--- src/rtl/bss_pkg.sv ---
package bss_pkg;
  localparam int DW = 32;
  localparam int NB = DW / 8;
  localparam int CW = $clog2(NB + 1);

  localparam logic [1:0] KIND_BYTE  = 2'b00;
  localparam logic [1:0] KIND_WORD  = 2'b01;
  localparam logic [1:0] KIND_LONG  = 2'b10;
  localparam logic [1:0] KIND_FETCH = 2'b11;

  localparam logic [1:0] ACK_WAIT = 2'b00;
  localparam logic [1:0] ACK_P8   = 2'b01;
  localparam logic [1:0] ACK_P16  = 2'b10;
  localparam logic [1:0] ACK_P32  = 2'b11;

  function automatic logic [2:0] kind_bytes(input logic [1:0] kind);
    case (kind)
      KIND_BYTE: return 3'd1;
      KIND_WORD: return 3'd2;
      default:   return 3'd4;
    endcase
  endfunction

  // Byte m (0 = most significant) of a right-justified operand of tot bytes.
  function automatic logic [7:0] op_byte(input logic [DW-1:0] v,
                                         input logic [2:0] tot,
                                         input logic [2:0] m);
    logic [2:0]    pos;
    logic [DW-1:0] s;
    pos = tot - 3'd1 - m;
    s   = v >> {pos[1:0], 3'b000};
    if (m >= tot) return 8'h00;
    return s[7:0];
  endfunction
endpackage

--- src/rtl/bss_step.sv ---
module bss_step
  import bss_pkg::*;
(
  input  logic [1:0] addr_lo,
  input  logic [1:0] ack,
  input  logic [2:0] rem,
  output logic [2:0] nbytes
);
  logic [2:0] room;

  always_comb begin
    case (ack)
      ACK_P8:  room = 3'd1;
      ACK_P16: room = addr_lo[0] ? 3'd1 : 3'd2;
      ACK_P32: room = 3'd4 - {1'b0, addr_lo};
      default: room = 3'd0;
    endcase
    nbytes = (rem < room) ? rem : room;
  end
endmodule

--- src/rtl/bss_wr_steer.sv ---
module bss_wr_steer
  import bss_pkg::*;
(
  input  logic [DW-1:0] wd,
  input  logic [2:0]    tot,
  input  logic [1:0]    k,
  input  logic [1:0]    addr_lo,
  output logic [DW-1:0] bus
);
  for (genvar j = 0; j < NB; j++) begin : g_lane
    logic [2:0] rel;
    always_comb begin
      if (2'(j) >= addr_lo)
        rel = 3'(j) - {1'b0, addr_lo};
      else if (addr_lo[1] && (2'(j) >= {1'b0, addr_lo[0]}))
        rel = 3'(j) - {2'b00, addr_lo[0]};
      else
        rel = 3'd0;
    end
    assign bus[8*(NB-1-j) +: 8] = op_byte(wd, tot, {1'b0, k} + rel);
  end
endmodule

--- src/rtl/bss_rd_asm.sv ---
module bss_rd_asm
  import bss_pkg::*;
(
  input  logic [DW-1:0] acc,
  input  logic [DW-1:0] bus,
  input  logic [1:0]    addr_lo,
  input  logic [1:0]    ack,
  input  logic [1:0]    k,
  input  logic [2:0]    nbytes,
  input  logic [2:0]    tot,
  output logic [DW-1:0] acc_n
);
  always_comb begin
    acc_n = acc;
    for (int i = 0; i < NB; i++) begin
      logic [1:0]    lane;
      logic [2:0]    m;
      logic [2:0]    pos;
      logic [DW-1:0] bv;
      if (ack == ACK_P32)      lane = addr_lo + 2'(i);
      else if (ack == ACK_P16) lane = {1'b0, addr_lo[0]} + 2'(i);
      else                     lane = 2'd0;
      m   = {1'b0, k} + 3'(i);
      pos = tot - 3'd1 - m;
      bv  = bus >> {2'd3 - lane, 3'b000};
      if ((3'(i) < nbytes) && (m < tot))
        acc_n = acc_n | ({{(DW-8){1'b0}}, bv[7:0]} << {pos[1:0], 3'b000});
    end
  end
endmodule

--- src/rtl/bus_size_seq.sv ---
module bus_size_seq
  import bss_pkg::*;
#(
  parameter int AW = 32
) (
  input  logic          clk,
  input  logic          rst,
  input  logic          req_valid,
  input  logic [1:0]    req_kind,
  input  logic [AW-1:0] req_addr,
  input  logic          req_write,
  input  logic [DW-1:0] req_wdata,
  input  logic [1:0]    ack,
  input  logic [DW-1:0] rdata_in,
  output logic          cyc_valid,
  output logic [AW-1:0] cyc_addr,
  output logic [1:0]    cyc_siz,
  output logic          cyc_write,
  output logic [DW-1:0] cyc_wdata,
  output logic          done,
  output logic [DW-1:0] done_rdata,
  output logic [CW-1:0] done_cycles
);
  logic          busy_q;
  logic [AW-1:0] addr_q;
  logic [2:0]    rem_q;
  logic [2:0]    tot_q;
  logic [DW-1:0] wd_q;
  logic [DW-1:0] acc_q;
  logic [CW-1:0] cnt_q;
  logic          write_q;
  logic          done_q;
  logic [DW-1:0] done_rdata_q;
  logic [CW-1:0] done_cnt_q;

  logic          accept;
  logic [AW-1:0] addr_start;
  logic [2:0]    nbytes;
  logic [2:0]    rem_n;
  logic [2:0]    kdiff;
  logic          fire;
  logic          last;
  logic [DW-1:0] acc_rd;
  logic [DW-1:0] acc_n;

  assign accept     = req_valid && !busy_q;
  assign addr_start = (req_kind == KIND_FETCH) ? {req_addr[AW-1:2], 2'b00} : req_addr;
  assign kdiff      = tot_q - rem_q;
  assign rem_n      = rem_q - nbytes;
  assign fire       = busy_q && (nbytes != 3'd0);
  assign last       = fire && (rem_n == 3'd0);
  assign acc_n      = write_q ? acc_q : acc_rd;

  bss_step u_step (
    .addr_lo (addr_q[1:0]),
    .ack     (ack),
    .rem     (rem_q),
    .nbytes  (nbytes)
  );

  bss_wr_steer u_steer (
    .wd      (wd_q),
    .tot     (tot_q),
    .k       (kdiff[1:0]),
    .addr_lo (addr_q[1:0]),
    .bus     (cyc_wdata)
  );

  bss_rd_asm u_asm (
    .acc     (acc_q),
    .bus     (rdata_in),
    .addr_lo (addr_q[1:0]),
    .ack     (ack),
    .k       (kdiff[1:0]),
    .nbytes  (nbytes),
    .tot     (tot_q),
    .acc_n   (acc_rd)
  );

  always_ff @(posedge clk) begin
    if (rst) begin
      busy_q       <= 1'b0;
      addr_q       <= '0;
      rem_q        <= 3'd0;
      tot_q        <= 3'd0;
      wd_q         <= '0;
      acc_q        <= '0;
      cnt_q        <= '0;
      write_q      <= 1'b0;
      done_q       <= 1'b0;
      done_rdata_q <= '0;
      done_cnt_q   <= '0;
    end else begin
      done_q <= 1'b0;
      if (accept) begin
        busy_q  <= 1'b1;
        addr_q  <= addr_start;
        rem_q   <= kind_bytes(req_kind);
        tot_q   <= kind_bytes(req_kind);
        wd_q    <= req_wdata;
        write_q <= req_write;
        acc_q   <= '0;
        cnt_q   <= '0;
      end else if (fire) begin
        addr_q <= addr_q + AW'(nbytes);
        rem_q  <= rem_n;
        acc_q  <= acc_n;
        cnt_q  <= cnt_q + 1'b1;
        if (last) begin
          busy_q       <= 1'b0;
          done_q       <= 1'b1;
          done_rdata_q <= acc_n;
          done_cnt_q   <= cnt_q + 1'b1;
        end
      end
    end
  end

  assign cyc_valid   = busy_q;
  assign cyc_addr    = addr_q;
  assign cyc_siz     = rem_q[1:0];
  assign cyc_write   = write_q;
  assign done        = done_q;
  assign done_rdata  = done_rdata_q;
  assign done_cycles = done_cnt_q;
endmodule

--- config.mk ---
export PLATFORM = sky130hd
export DESIGN_NAME = bus_size_seq
export DESIGN_NICKNAME = d
export VERILOG_FILES = /design/src/rtl/bss_pkg.sv /design/src/rtl/bss_step.sv /design/src/rtl/bss_wr_steer.sv /design/src/rtl/bss_rd_asm.sv /design/src/rtl/bus_size_seq.sv
export SDC_FILE = /design/constraint.sdc
export NUM_CORES = 1
export LEC_CHECK = 0
export CORE_MARGIN = 8
export CORE_UTILIZATION = 40
export DETAILED_ROUTE_END_ITERATION = 10
export GPL_TIMING_DRIVEN = 0
export PLACE_DENSITY = 0.71
export SLEW_MARGIN = 30
export SYNTH_ARGS = -nofsm -noshare
export SYNTH_HDL_FRONTEND = slang
export SYNTH_SLANG_ARGS = --single-unit
export TNS_END_PERCENT = 30
--- constraint.sdc ---
create_clock -name clk -period 5.3 [get_ports clk]
set_input_delay 0.53 -clock clk [delete_from_list [all_inputs] [get_ports clk]]
set_output_delay 0.53 -clock clk [all_outputs]
set_load 0.005 [all_outputs]
After elaboration in Yosys (flattened, before gate mapping). Index checks and enable logic that the tools add are counted.

Register bits: 143. Bits of input ports: 104. Output and inout bits: 104.

Add/sub/neg operators: 39. Order comparisons: 19. Equal/unequal tests: 5. Shift-type cells: 12. Muxes and demuxes: 46. Bitwise logic cells: 6. Reductions and logical operators: 19.

Operator list (count): right shift 32 x 5 -> 8 bit (8); two-way mux 32 bit (7); bitwise OR 32 bit (4); left shift 8 x 5 -> 32 bit (4); two-way mux 8 bit (8); two-way mux 3 bit (11); adder 32 x 3 -> 32 bit (1); two-way mux 2 bit (9); subtractor 2 bit (9); adder 2 x 3 -> 3 bit (4); >= comparator 3 bit (4); less-than comparator 3 bit (4); logical AND 1 bit (9); two-way mux 1 bit (9); case mux 3 bit (3 select lines) (1); subtractor 2 bit, first input constant (4); adder 2 x 2 -> 3 bit, second input constant (2); equality test 2 bit, second input constant (3); less-than comparator 1 x 3 -> 1 bit, first input constant (2); less-than comparator 2 x 3 -> 1 bit, first input constant (2); case mux 3 bit (2 select lines) (1); subtractor 1 x 2 -> 3 bit, first input constant (2); subtractor 2 x 1 -> 3 bit, first input constant (2); subtractor 2 x 2 -> 3 bit, first input constant (2); other kinds (26) (34).

Depth between registers and ports, before layout.
Depth after elaboration: 15. Depth in mapped cells: 22. Depth with buffers taken out: 18.

By module. A second synthesis with hierarchy kept.

Cells, all modules: 1269. Area total of the unflattened synthesis: 10264.8 um^2.

By module, submodules not included: bus_size_seq (instances 1, cells an instance 757, area each 6229.7 um^2, seq. area each 2862.7 um^2); bss_rd_asm (instances 1, cells an instance 324, area each 2255.9 um^2, seq. area each 0.0 um^2); bss_wr_steer (instances 1, cells an instance 167, area each 1621.6 um^2, seq. area each 0.0 um^2); bss_step (instances 1, cells an instance 21, area each 157.7 um^2, seq. area each 0.0 um^2).

Worst setup path before layout. OpenSTA, ideal clock, no wires.

Path type: register to register. From: register addr_q[1] (netlist: cyc_addr[1]). To: register done_rdata_q[27] (netlist: done_rdata[27]). Setup time: 0.059 ns. Data arrival time: 4.797 ns. Setup slack: 0.444 ns. Cell stages (with the launch flop): 21. Cell sequence: dfxtp_1 clkbuf_1 inv_1 ha_1 and2_1 buf_2 o21a_1 inv_1 ha_1 a21o_1 a221oi_4 mux2_4 inv_1 fa_1 nor3b_1 and3_1 buf_2 buf_4 nor2_1 a311oi_1 o31a_1.

Cells in the longest elaborated chain, start to end: 14.

RTL lines: start: declaration (RTL line bus_size_seq.sv:25) `logic [AW-1:0] addr_q;`; start signal: assignment (RTL line bus_size_seq.sv:97) `addr_q <= addr_start;`; start signal: assignment (RTL line bus_size_seq.sv:105) `addr_q <= addr_q + AW'(nbytes);`; branches (longest 14 deep; another with adder 2 x 1 -> 2 bit); end signal: assignment (RTL line bus_size_seq.sv:112) `done_rdata_q <= acc_n;`; end: declaration (RTL line bus_size_seq.sv:33) `logic [DW-1:0] done_rdata_q;`.

Several ways; the timed one is not identified. A chain may end at the register's enable or synchronous reset.

Worst setup path after layout.
From: register tot_q[0]. To: output cyc_wdata[8].

Cells in the longest elaborated chain, start to end: 5.

RTL lines: start: declaration (RTL line bus_size_seq.sv:27) `logic [2:0] tot_q;`; start signal: assignment (RTL line bus_size_seq.sv:99) `tot_q <= kind_bytes(req_kind);`; subtractor 2 bit (RTL line bus_size_seq.sv:48) `assign kdiff = tot_q - rem_q;`; adder 2 x 3 -> 3 bit (RTL line bss_wr_steer.sv:20) `assign bus[8*(NB-1-j) +: 8] = op_byte(wd, tot, {1'b0, k} + rel);`; subtractor 2 bit / >= comparator 3 bit (equally long branches) (RTL line bss_pkg.sv:30, bss_pkg.sv:32); right shift 32 x 5 -> 8 bit / two-way mux 1 bit (equally long branches) (RTL line bss_pkg.sv:31, bss_pkg.sv:32); two-way mux 8 bit * (RTL line bss_pkg.sv:33) `return s[7:0];`; end: declaration (RTL line bus_size_seq.sv:19) `output logic [DW-1:0] cyc_wdata,`.

Every way passes the cells marked *; elsewhere a longest branch is shown, timed or not.

==> impl_metrics.yaml <==
run_status:
  status: "completed"
pwr:
  p_int_w: 0.00243
  p_total_w: 0.00384
  switching_share: 0.365
  pwr-share-comb: 0.379
  power_frac_seq: 0.318
  clockPowerShare: 0.303
  p_leak_nw: 4.82
  power.density_mw_per_mm2: 285
  peakVddDrop_mv: 0.211
  power_switching_w: 0.00140
worst_setup_path:
  cp-end-kind: "output port"
  cp.required_ps: 4770
  cp_max_fo: 9
  timing.rr.start: "cyc_addr[1]"
  r2r_setup_slack_ps: 290
  start_kind: "flip-flop"
  crit_type: "reg -> out"
  cp.arrival_ps: 4590
  r2r-end: "done_rdata[14]"
  rr_worst_depth: 20
die:
  die_w_microns: 176
  num_rows: 58
  core_sq_mm: 0.0252
  start_util: 0.408
  die_area_sq_mm: 0.0311
  dieHeight_microns: 176
  io_pins: 208
hold_path:
  hold_path.class: "reg -> reg"
  hold_start: "tot_q[2]"
  hold_path_end: "tot_q[2]"
  min_delay_path_depth: 2
finish:
  fillers: 2307
  multi_input_area_sq_mm: 0.00697
  final_cells: 1772
  utilization: 0.535
  area_delta_synth_final_pct: 30.9
  finalNetCount: 1584
  diodes: 0
  regArea_sq_mm: 0.00287
  drive_gt1_frac: 0.116
grt:
  grt_pass1_vias: 10400
  grt_use_total: 0.244
  antenna_found_initial: 0
  grt_overflow: 0
  grt_max_degree: 17
  grt_first_pass_wirelength_microns: 59700
synthesis:
  ys_warn_count: 0
  syn-num-nets: 1354
  synth_xor_area_frac: 0.0366
  synthAdderAreaFrac: 0.0652
  ys_top_cells_by_area: "dfxtp_1 28%, mux4_2 8.5%, ha_1 5.4%"
  netlist_area_sq_mm: 0.0103
  synth_edf_count: 0
  netlist_instances: 1200
  synth_top_family_by_area: "compound AO/OA/AOI/OAI gates"
  synth_compound_area_frac: 0.239
  postSynthAreaPerCell_sq_um: 8.57
  synth_ff_type: "dfxtp_1"
  ys_ff_latch: 143
  yosys.area_share.simple: 0.224
  synth_area_leader_cell: "dfxtp_1"
  synth_cell_type_count: 80
  yosysTopAreaCellShare: 0.278
  ys_seq_area_frac: 0.278
  synth_async_sr_flop_share: 0
  synth_common_cells: "143 x dfxtp_1, 131 x nand2_1, 108 x nor2_1, 70 x a21oi_1, 55 x nor2b_1"
  synth.most_common_cell: "dfxtp_1"
  synth.area.mux_share: 0.104
timing:
  fin_crit_ps: 5120
  finalCritPeriodShare: 0.967
  fin_hold_ws_ps: 460
  finalMaxSlewViolations: 0
  slew_headroom: 0.365
  fin_ws_ps: 178
  setup_viol: 0
  clock.fmax_ghz: 0.195
  clock_skew_ps: 15.4
  tightest_slew_ps: 945
  hold_viol: 0
clock_tree:
  cts_num_sinks: 143
  cts_tree: "yes"
  path_clk_slew_ps: 60
  ctsRootBufferMaster: "clkbuf_16"
  cts-buffers-inserted: 17
  clk_latency_ps: 430
  clock_path_buffers: 2
  cts_htree_levels: 4
placement:
  dp_hpwl_microns: 29700
  io_buffers: 206
  place_congestion: 0.974
  dp.cells: 1736
  dp_slack_ps: -938
routing:
  drtIter0Drc: 1039
  wl_microns: 38600
  wl_per_cell_microns: 21.8
  first_pass_iters: 6
  avgViaCountPerCell: 5.98
  drt.antenna.violating_nets: 0
  drc: 0
  vias: 10600
run:
  cap_violations: 0
## power groups by stage
stage               Sequential, W  Combinational [W]  Clock (W)
detailed placement        0.00124            0.00139          0
global route              0.00123            0.00157    0.00122
global placement          0.00124            0.00137          0
floorplan                 0.00122           0.000855          0
CTS                       0.00122            0.00143    0.00118
finish                    0.00122            0.00145    0.00116
## kinds of logic after synthesis
logic type / Yosys count
AO/OA/AOI/OAI: 333
buffers and inverters: 122
adder cells (fa/ha/maj): 50
XOR/XNOR: 43
AND/OR/NAND/NOR: 454
multiplexers: 55
flip-flops: 143
## state kept, by name, indices dropped and copies added (netlist names)
register,flops
wd_q,32
rem_q,3
done,1
acc_q,32
cyc_valid,1
cnt_q,3
cyc_addr,32
cyc_write,1
tot_q,3
done_cycles,3
done_rdata,32
## stage by stage
stage | setup TNS, ps | instance area [sq um]
final | 0 | 13500
after global placement | -27130 | 12800
after floorplan | 0 | 10300
after detailed placement | -28700 | 12800
after global routing | -0.170 | 13500
after CTS | 0 | 13400
## critical path, stage by stage, from the launching register on
cell and delay [ps]:
dfxtp_1 580, buf_6 230, inv_1 120, ha_1 210, xnor2_1 230, xnor2_2 140, buf_4 160, buf_4 130
fa_1 520, xnor2_1 180, xnor2_2 490, mux4_2 590, nor2b_1 140, clkdlybuf4s50_1 470
## metal layers
layer / GRT usage / routed length [microns]
met1: 0.308 / 16100
met2: 0.397 / 17800
met3: 0.0412 / 2910
met4: 0.123 / 1760
met5: 0 / 0
## what timing repair did
| item | in CTS | in global routing |
|---|---|---|
| hold buffers | 0 | 0 |
| gates resized for setup | 13 | 4 |
| buffers inserted | 6 | 1 |
| endpoints found under the setup margin | 102 | 31 |
| pin swaps | 2 | 1 |
## worst max path at each step
| stage | end | slack (ps) | start |
|---|---|---|---|
| 6_report | cyc_wdata[8] | 180 | tot_q[0] |
| 5_1_grt | done_rdata[22] | -0.2 | cyc_addr[1] |
| 4_1_cts | cyc_wdata[22] | 30 | cyc_addr[0] |
| 3_5_place_dp | done_rdata[14] | -940 | cyc_addr[1] |
| 3_3_place_gp | done_rdata[15] | -850 | cyc_addr[1] |
| 2_1_floorplan | done_rdata[27] | 440 | cyc_addr[1] |
## cell type report
| cell class | count | area share |
|---|---|---|
| multi-input cells | 935 | 0.518 |
| flip-flops and latches | 143 | 0.213 |
| repair buffers | 213 | 0.157 |
| clock buffers | 17 | 0.0316 |
| well taps | 330 | 0.0307 |
| plain buffers | 82 | 0.0295 |
| inverters | 38 | 0.0109 |
| clock inverters | 14 | 0.00930 |
## cells in the final DEF, fill, tap and decap left out, types with 30 or more instances in the layout
master and n:
nand2_1 131, a211oi_1 45, mux4_2 39, nor2_1 108
nor2b_1 55, o21ai_0 40, clkdlybuf4s50_1 206, a21oi_1 70
dfxtp_1 141, inv_1 37, xnor2_1 30, ha_1 43
clkbuf_1 46
Power figures use the tool's default switching activity.
